## src/rtl/apr_pkg.sv

```systemverilog
package apr_pkg;
  parameter int unsigned SAMPLE_W = 24;
  localparam int unsigned NUM_SRC = 2;
  localparam int unsigned SRC_ANA = 0;
  localparam int unsigned SRC_DMIC = 1;

  typedef enum logic [1:0] {
    MAP_SILENT = 2'b00,
    MAP_DUP_R  = 2'b01,
    MAP_DUP_L  = 2'b10,
    MAP_STEREO = 2'b11
  } map_mode_e;
endpackage

```

## src/rtl/apr_chan_map.sv

```systemverilog
module apr_chan_map #(
  parameter int unsigned W = 24
) (
  input  logic         en_l,
  input  logic         en_r,
  input  logic [W-1:0] in_l,
  input  logic [W-1:0] in_r,
  output logic [W-1:0] map_l,
  output logic [W-1:0] map_r
);
  import apr_pkg::*;

  map_mode_e mode;
  assign mode = map_mode_e'({en_l, en_r});

  always_comb begin
    unique case (mode)
      MAP_SILENT: begin map_l = '0;   map_r = '0;   end
      MAP_DUP_R:  begin map_l = in_r; map_r = in_r; end
      MAP_DUP_L:  begin map_l = in_l; map_r = in_l; end
      default:    begin map_l = in_l; map_r = in_r; end
    endcase
  end
endmodule

```

## src/rtl/apr_mono_fold.sv

```systemverilog
module apr_mono_fold #(
  parameter int unsigned W = 24
) (
  input  logic         fold,
  input  logic [W-1:0] in_l,
  input  logic [W-1:0] in_r,
  output logic [W-1:0] out_l,
  output logic [W-1:0] out_r
);
  localparam int unsigned SUM_W = W + 1;

  logic [SUM_W-1:0] sum;
  logic [W-1:0]     half;

  // sign-extend both operands one bit, add, then drop the LSB (arithmetic >>1)
  assign sum  = {in_l[W-1], in_l} + {in_r[W-1], in_r};
  assign half = sum[SUM_W-1:1];

  assign out_l = fold ? half : in_l;
  assign out_r = fold ? half : in_r;
endmodule

```

## src/rtl/apr_sample_reg.sv

```systemverilog
module apr_sample_reg #(
  parameter int unsigned W = 24
) (
  input  logic         clk,
  input  logic         rst,
  input  logic         load,
  input  logic [W-1:0] d_l,
  input  logic [W-1:0] d_r,
  output logic [W-1:0] q_l,
  output logic [W-1:0] q_r,
  output logic         q_valid
);
  always_ff @(posedge clk) begin
    if (rst) begin
      q_l     <= '0;
      q_r     <= '0;
      q_valid <= 1'b0;
    end else begin
      q_valid <= load;
      if (load) begin
        q_l <= d_l;
        q_r <= d_r;
      end
    end
  end
endmodule

```

## src/rtl/audio_path_router.sv

```systemverilog
module audio_path_router #(
  parameter int unsigned W = apr_pkg::SAMPLE_W
) (
  input  logic         clk,
  input  logic         rst,
  input  logic [W-1:0] ana_l_i,
  input  logic [W-1:0] ana_r_i,
  input  logic [W-1:0] dmic_l_i,
  input  logic [W-1:0] dmic_r_i,
  input  logic         cap_valid_i,
  input  logic [W-1:0] ser_l_i,
  input  logic [W-1:0] ser_r_i,
  input  logic         ser_valid_i,
  input  logic         en_ana_l_i,
  input  logic         en_ana_r_i,
  input  logic         en_dmic_l_i,
  input  logic         en_dmic_r_i,
  input  logic         src_dmic_i,
  input  logic         feed_ser_i,
  input  logic         mono_i,
  input  logic         out_proc_i,
  output logic [W-1:0] flt_in_l_o,
  output logic [W-1:0] flt_in_r_o,
  output logic         flt_in_valid_o,
  input  logic [W-1:0] flt_out_l_i,
  input  logic [W-1:0] flt_out_r_i,
  input  logic         flt_out_valid_i,
  output logic [W-1:0] out_l_o,
  output logic [W-1:0] out_r_o,
  output logic         out_valid_o
);
  import apr_pkg::*;

  // per-source inputs gathered into arrays, indexed by SRC_ANA / SRC_DMIC
  logic [W-1:0] src_l   [NUM_SRC];
  logic [W-1:0] src_r   [NUM_SRC];
  logic         src_enl [NUM_SRC];
  logic         src_enr [NUM_SRC];
  logic [W-1:0] map_l   [NUM_SRC];
  logic [W-1:0] map_r   [NUM_SRC];

  assign src_l[SRC_ANA]    = ana_l_i;
  assign src_r[SRC_ANA]    = ana_r_i;
  assign src_enl[SRC_ANA]  = en_ana_l_i;
  assign src_enr[SRC_ANA]  = en_ana_r_i;
  assign src_l[SRC_DMIC]   = dmic_l_i;
  assign src_r[SRC_DMIC]   = dmic_r_i;
  assign src_enl[SRC_DMIC] = en_dmic_l_i;
  assign src_enr[SRC_DMIC] = en_dmic_r_i;

  for (genvar g = 0; g < NUM_SRC; g++) begin : g_map
    apr_chan_map #(.W(W)) u_map (
      .en_l  (src_enl[g]),
      .en_r  (src_enr[g]),
      .in_l  (src_l[g]),
      .in_r  (src_r[g]),
      .map_l (map_l[g]),
      .map_r (map_r[g])
    );
  end

  logic [W-1:0] cap_l, cap_r;
  assign cap_l = src_dmic_i ? map_l[SRC_DMIC] : map_l[SRC_ANA];
  assign cap_r = src_dmic_i ? map_r[SRC_DMIC] : map_r[SRC_ANA];

  // filter send stage
  logic [W-1:0] feed_l, feed_r;
  logic         feed_valid;
  assign feed_l     = feed_ser_i ? ser_l_i     : cap_l;
  assign feed_r     = feed_ser_i ? ser_r_i     : cap_r;
  assign feed_valid = feed_ser_i ? ser_valid_i : cap_valid_i;

  apr_sample_reg #(.W(W)) u_feed_reg (
    .clk     (clk),
    .rst     (rst),
    .load    (feed_valid),
    .d_l     (feed_l),
    .d_r     (feed_r),
    .q_l     (flt_in_l_o),
    .q_r     (flt_in_r_o),
    .q_valid (flt_in_valid_o)
  );

  // processed return with optional mono fold
  logic [W-1:0] proc_l, proc_r;
  apr_mono_fold #(.W(W)) u_fold (
    .fold  (mono_i),
    .in_l  (flt_out_l_i),
    .in_r  (flt_out_r_i),
    .out_l (proc_l),
    .out_r (proc_r)
  );

  // output select and register
  logic [W-1:0] sel_l, sel_r;
  logic         sel_valid;
  assign sel_l     = out_proc_i ? proc_l          : cap_l;
  assign sel_r     = out_proc_i ? proc_r          : cap_r;
  assign sel_valid = out_proc_i ? flt_out_valid_i : cap_valid_i;

  apr_sample_reg #(.W(W)) u_out_reg (
    .clk     (clk),
    .rst     (rst),
    .load    (sel_valid),
    .d_l     (sel_l),
    .d_r     (sel_r),
    .q_l     (out_l_o),
    .q_r     (out_r_o),
    .q_valid (out_valid_o)
  );
endmodule

```

## config.mk

```make
export PLATFORM = sky130hd
export DESIGN_NAME = audio_path_router
export DESIGN_NICKNAME = d
export VERILOG_FILES = /design/src/rtl/apr_pkg.sv /design/src/rtl/apr_chan_map.sv /design/src/rtl/apr_mono_fold.sv /design/src/rtl/apr_sample_reg.sv /design/src/rtl/audio_path_router.sv
export SDC_FILE = /design/constraint.sdc
export NUM_CORES = 1
export LEC_CHECK = 0
export ABC_AREA = 1
export BUFFER_PORTS_ARGS = -buffer_cell sky130_fd_sc_hd__buf_2
export CORE_MARGIN = 10
export CORE_UTILIZATION = 35
export CTS_CLUSTER_DIAMETER = 60
export DETAILED_ROUTE_END_ITERATION = 10
export RECOVER_POWER = 25
export SYNTH_ARGS = -nofsm -noshare
export SYNTH_HDL_FRONTEND = slang
export SYNTH_SLANG_ARGS = --single-unit
```

## constraint.sdc

```tcl
create_clock -name clk -period 1.95 [get_ports clk]
set_clock_uncertainty 0.2 [all_clocks]
set_input_delay 0.195 -clock clk [delete_from_list [all_inputs] [get_ports clk]]
set_output_delay 0.195 -clock clk [all_outputs]
set_load 0.01 [all_outputs]
```

# ---- Word level (Yosys, flattened, before mapping)
# Index checks and enable logic that the tools add are counted.
# Widths: inputs -> output; s select.
dict set report totals {
  out_inout_bits 98
  ff_bits 98
  wordCells 27
  in_bits 205
}
dict set report op_classes {
  n_eq_ne 4
  reduce_logical 2
  mux 14
  add_sub_neg 1
}
# cell count
set ops {}
lappend ops {{$mux 24} 8}
lappend ops {{$pmux 24 s2} 4}
lappend ops {{$add 24x24->25} 1}
lappend ops {{$eq 2x1->1 const B} 2}
lappend ops {{$eq 2x2->1 const B} 2}
lappend ops {{$logic_not 2->1} 2}
lappend ops {{$mux 1} 2}

# ---- Depth between registers and ports, before layout
dict set report logic_depth {
  depth_word 4
  mapped_depth 14
  mapped_depth_nobuf 14
}

# ---- Hierarchy
# Synthesis repeated with hierarchy kept, for this count alone.
dict set report hier_totals {
  hier_cells 1945
  area_unflattened_um2 9798.1
}
# mod area_each_um2 instances seq_area_each_um2 cells_per_inst
set by_module_without_submodules {}
lappend by_module_without_submodules {apr_sample_reg 2006.9 2 980.9 308}
lappend by_module_without_submodules {apr_mono_fold 2228.4 1 0.0 489}
lappend by_module_without_submodules {audio_path_router 2124.5 1 0.0 520}
lappend by_module_without_submodules {apr_chan_map 715.7 2 0.0 160}

# ---- Worst setup path before layout
# Ideal clock, no wire load.
dict set report synth_path {
  path_type {input port to flip-flop}
  from {in flt_out_l_i[0]}
  to {reg u_out_reg.q_r[7]}
  setup_ns 0.070
  t_arrival_ns 1.540
  slack_ns 0.139
  required_time_ns 1.680
  path_stages 12
  path_buffers 0
  path_cell_list {nand2_1 -> inv_1 -> fa_1 -> nand2_1 -> nand2_1 -> nand3_1 -> nand2_1 -> a21oi_1 -> o21ai_0 -> a21oi_1 -> o21ai_0 -> a21oi_1}
}
dict set report synth_between {
  elab_chain_len 3
}
# item line
set synth_rtl {}
lappend synth_rtl {{start, declared} audio_path_router.sv:25} ;# input logic [W-1:0] flt_out_l_i,
lappend synth_rtl {{$add 24x24->25} apr_mono_fold.sv:16} ;# assign sum = {in_l[W-1], in_l} + {in_r[W-1], in_r};
lappend synth_rtl {{$mux 24} apr_mono_fold.sv:20} ;# assign out_r = fold ? half : in_r;
lappend synth_rtl {{$mux 24} audio_path_router.sv:98} ;# assign sel_r = out_proc_i ? proc_r : cap_r;
lappend synth_rtl {{end signal, assigned} apr_sample_reg.sv:22} ;# q_r <= d_r;
lappend synth_rtl {{end, declared} apr_sample_reg.sv:10} ;# output logic [W-1:0] q_r,
# No other way between the ends.
# A chain may end at the register's enable or synchronous reset.

# ---- Worst setup path after layout
dict set report layout_path {
  from {in flt_out_l_i[9]}
  to {reg u_out_reg.q_r[11]}
}
# Same word-level chain as after synthesis.

==> summary by stage <==
Layout
Compared with the post-synthesis result, the final layout area differs by 42.0%. The layout has 2367 filler cells. The end-of-flow core utilization is 0.507. The final non-filler cell total is 2030. The net total in the final layout is 1971. The cell area after layout is 11100 sq um.

The share of cells above drive strength 1 is 0.261.

Timing
Derived from the worst setup path, the maximum achievable clock frequency is 547 MHz. For the pin with the worst max-slew slack, the measured transition is 0.674 ns. The number of hold-slack violations in the final timing report is 0.

The max-slew headroom at the worst pin is 0.546. The final critical-path required period is 1.83 ns. In the finished design, the share of the clock period the worst path needs comes to 0.938. Setup violations remaining at the end of the flow were counted as 0. The max-slew violation count is 0. Hold timing on the final database bottoms out at a slack of 0.00558 ns.

Critical path
The critical path start-end classification is in2reg. The arrival time of data at the critical path endpoint is 1.90 ns. The worst setup path is launched from a primary input. In this design, the stage delay of the slowest critical-path cell is 0.31 ns. The slowest stage of the critical path belongs to the cell ha_1. The count of cells along the worst register-to-register path is 3. The most frequent cell on the critical path is nand2_1.

The endpoint required time on the critical path is 2.02 ns. The worst setup path is captured at a register. In this run the worst path has a maximum fanout of 4. The critical path goes through buf_2 > ha_1 > buf_4 > nand2_1 > nand2_2 > buf_4 > nand2_1 > nand2_1 > inv_1 > nand3_1 > a21oi_1 > o21ai_2 > nand2_1 > nand2_1 > a21oi_1.

Route
Across all layers, the routed design uses 10700 vias. The first-pass iteration count of the detailed router is 5. For this block, the initial DRC count from the detailed router was 855.

After detailed routing, the number of vias per cell comes to 5.29. The routed design has 40500 um of wire. After detailed routing, the average wire length per cell comes to 20.0 um. The count of unresolved DRC violations after routing is 0. The remaining number of nets flagged by the antenna check after routing is 0.

CTS
In this run the number of H-tree levels came out at 3. The CTS buffer count is 9. Clock tree synthesis found a total of 98 sinks.

The clock passes through at most 2 buffers. TritonCTS built the clock tree. Clock latency on the worst-skew pair, taken at its later pin, is 0.35 ns.

The root buffer cell chosen for the clock tree is clkbuf_16. The CTS clock-pin slew for the worst setup and hold paths is 0.07 ns.

Logic synthesis
The post-synthesis cell type count is 44. The average instance in the mapped netlist occupies 5.81 sq um. The cell area after synthesis is 7850 sq um.

The fraction of synthesis flops using an asynchronous set or reset pin is 0. The total number of yosys warnings is 0. Synthesis produced 1351 cells.

The most used flip-flop cell after synthesis is dfxtp_1. The number of nets produced by synthesis is 1580. The number of enable-type register cells in the synthesized netlist is 0. The synthesized flop and latch total is 98.

For this run, the register share of the synthesized area comes to 0.250.

Die
Measured along the x axis, the die boundary spans 170 um. The placement row count is 54. The total die area is 28800 sq um.

The region available for standard cell placement spans 22000 sq um. The number of ports placed on the die boundary is 303. The initial utilization of the core area, before any placement, comes to 0.357.

Measured along the y axis, the die boundary spans 170 um.

Min path
The path class of the tightest hold or removal check is in2reg. Counting instances, the worst hold path has a depth of 3.

GRT
The global-route total usage across every layer is 0.268. The number of antenna violations at the first check in global routing is 5. Entering global routing, the biggest net connects 64 pins. The total overflow reported by the global router is 0.

The first global-routing pass estimated 60100 um of wire. The via count of the first global-routing pass was 10500.

Flow run
The number of max-cap violations is 0.

Pwr
The worst-case IR drop observed on VDD is 0.367 mV. In this run the static leakage power is 5.58 nW. Total power for the finished layout comes to 6.83 mW. The total power per unit cell area is 613 nW/um^2.

Place
The detailed placer's ending HPWL is 33300 um. Summing all placed instances gives a cell area of 10400 sq um. Routability-driven placement finished with a final weighted congestion of 0.972. The number of buffers added on ports is 302. The number of cells in the design after placement is 1977.

Status
The flow ran to the end, and the final reports show no timing, DRC or antenna violations.
-- logic make-up after synthesis --
logic type	Yosys count	share of synthesized area
AOI/OAI and AO/OA	409	0.283
xor gates and xnor gates	3	0.00335
adders and majority gates	24	0.0392
buffers and inverters	199	0.110
DFF	98	0.250
and+or+nand+nor	618	0.314
-- placed cells by master, fill, tap and decap left out, types with 5 or more instances in the layout --
cell type / instances
nand2_1: 446
a32o_1: 11
inv_1: 107
inv_2: 8
a32oi_1: 5
nor2_2: 9
buf_12: 11
a21oi_1: 246
dlygate4sd3_1: 34
buf_4: 115
nand4_1: 6
nand3_1: 48
clkbuf_16: 9
o21ai_1: 6
a21oi_2: 6
nand2_2: 15
nand3_2: 7
nor2_1: 77
dfxtp_1: 98
buf_2: 255
ha_1: 20
clkbuf_1: 48
a22oi_1: 9
o21ai_0: 98
o211ai_1: 9
-- through the flow --
stage	setup slack, ns	TNS (ns)
floorplan	0.139	0
global placement	-0.446	-8.36
detailed placement	-0.463	-9.14
CTS	0.0208	0
global route	-0.00781	-0.0117
finish	0.120	0
-- Yosys cell counts, types with 11 or more instances --
library cell	n	area, sq um
nand2_1	458	1720
a21oi_1	252	1260
inv_1	107	402
o21ai_0	101	505
dfxtp_1	98	1960
nor2_1	80	300
nand3_1	55	275
buf_2	33	165
clkbuf_1	32	120
ha_1	23	288
a32o_1	11	110
-- routing by layer --
metal	routed length, um	track usage	vias to the layer above
li1	-	-	5239
met1	15900	0.314	4949
met2	19200	0.451	467
met3	3910	0.0775	83
met4	1490	0.108	4
met5	33	0	-
-- cell type report --
cell class                 count  area (sq um)  share of cell area
antenna                        3          7.51            0.000674
clock buffer                  11           243              0.0218
clock inverter                 5          85.1             0.00764
inverter                     117           447              0.0401
multi-input combinational   1054          5170               0.464
sequential                    98          1960               0.176
tap                          280           350              0.0314
timing repair buffer         462          2880               0.258
-- timing repair --
item,in CTS,in global routing
setup endpoints to repair,1,24
gates resized for setup,3,34
endpoints found under the hold margin,36,0
hold buffers,34,0
setup buffers,0,0
pin swaps,1,6
-- report_power, final --
part | internal (mW) | switching, mW | total (mW)
combinational | 1.02 | 1.54 | 2.56
sequential | 2.17 | 0.0998 | 2.27
clock | 1.17 | 0.837 | 2.01
-- worst paths after layout --
check	startpoint	end	slack (ns)
worst min-delay path	ser_l_i[7]	u_feed_reg.q_l[7]$_SDFFE_PP0P_	0.006
worst max register to register	u_out_reg.q_r[1]$_SDFFE_PP0P_	u_out_reg.q_r[1]$_SDFFE_PP0P_	1.03
worst min register to register	u_feed_reg.q_r[16]$_SDFFE_PP0P_	u_feed_reg.q_r[16]$_SDFFE_PP0P_	0.27
worst max-delay path	flt_out_l_i[9]	u_out_reg.q_r[11]$_SDFFE_PP0P_	0.12
-- critical path: cells and delay by family --
kind	cells	cell delay [ns]
simple gates	7	0.53
buf+inv	4	0.48
compound gates	3	0.39
fa+ha+maj	1	0.31
-- flip-flops by register name (all words and copies together), names as in the netlist --
name and flops:
u_feed_reg.q_l 24, u_feed_reg.q_r 24, u_feed_reg.q_valid 1, u_out_reg.q_l 24
u_out_reg.q_r 24, u_out_reg.q_valid 1
(Power assumes the default switching activity.)
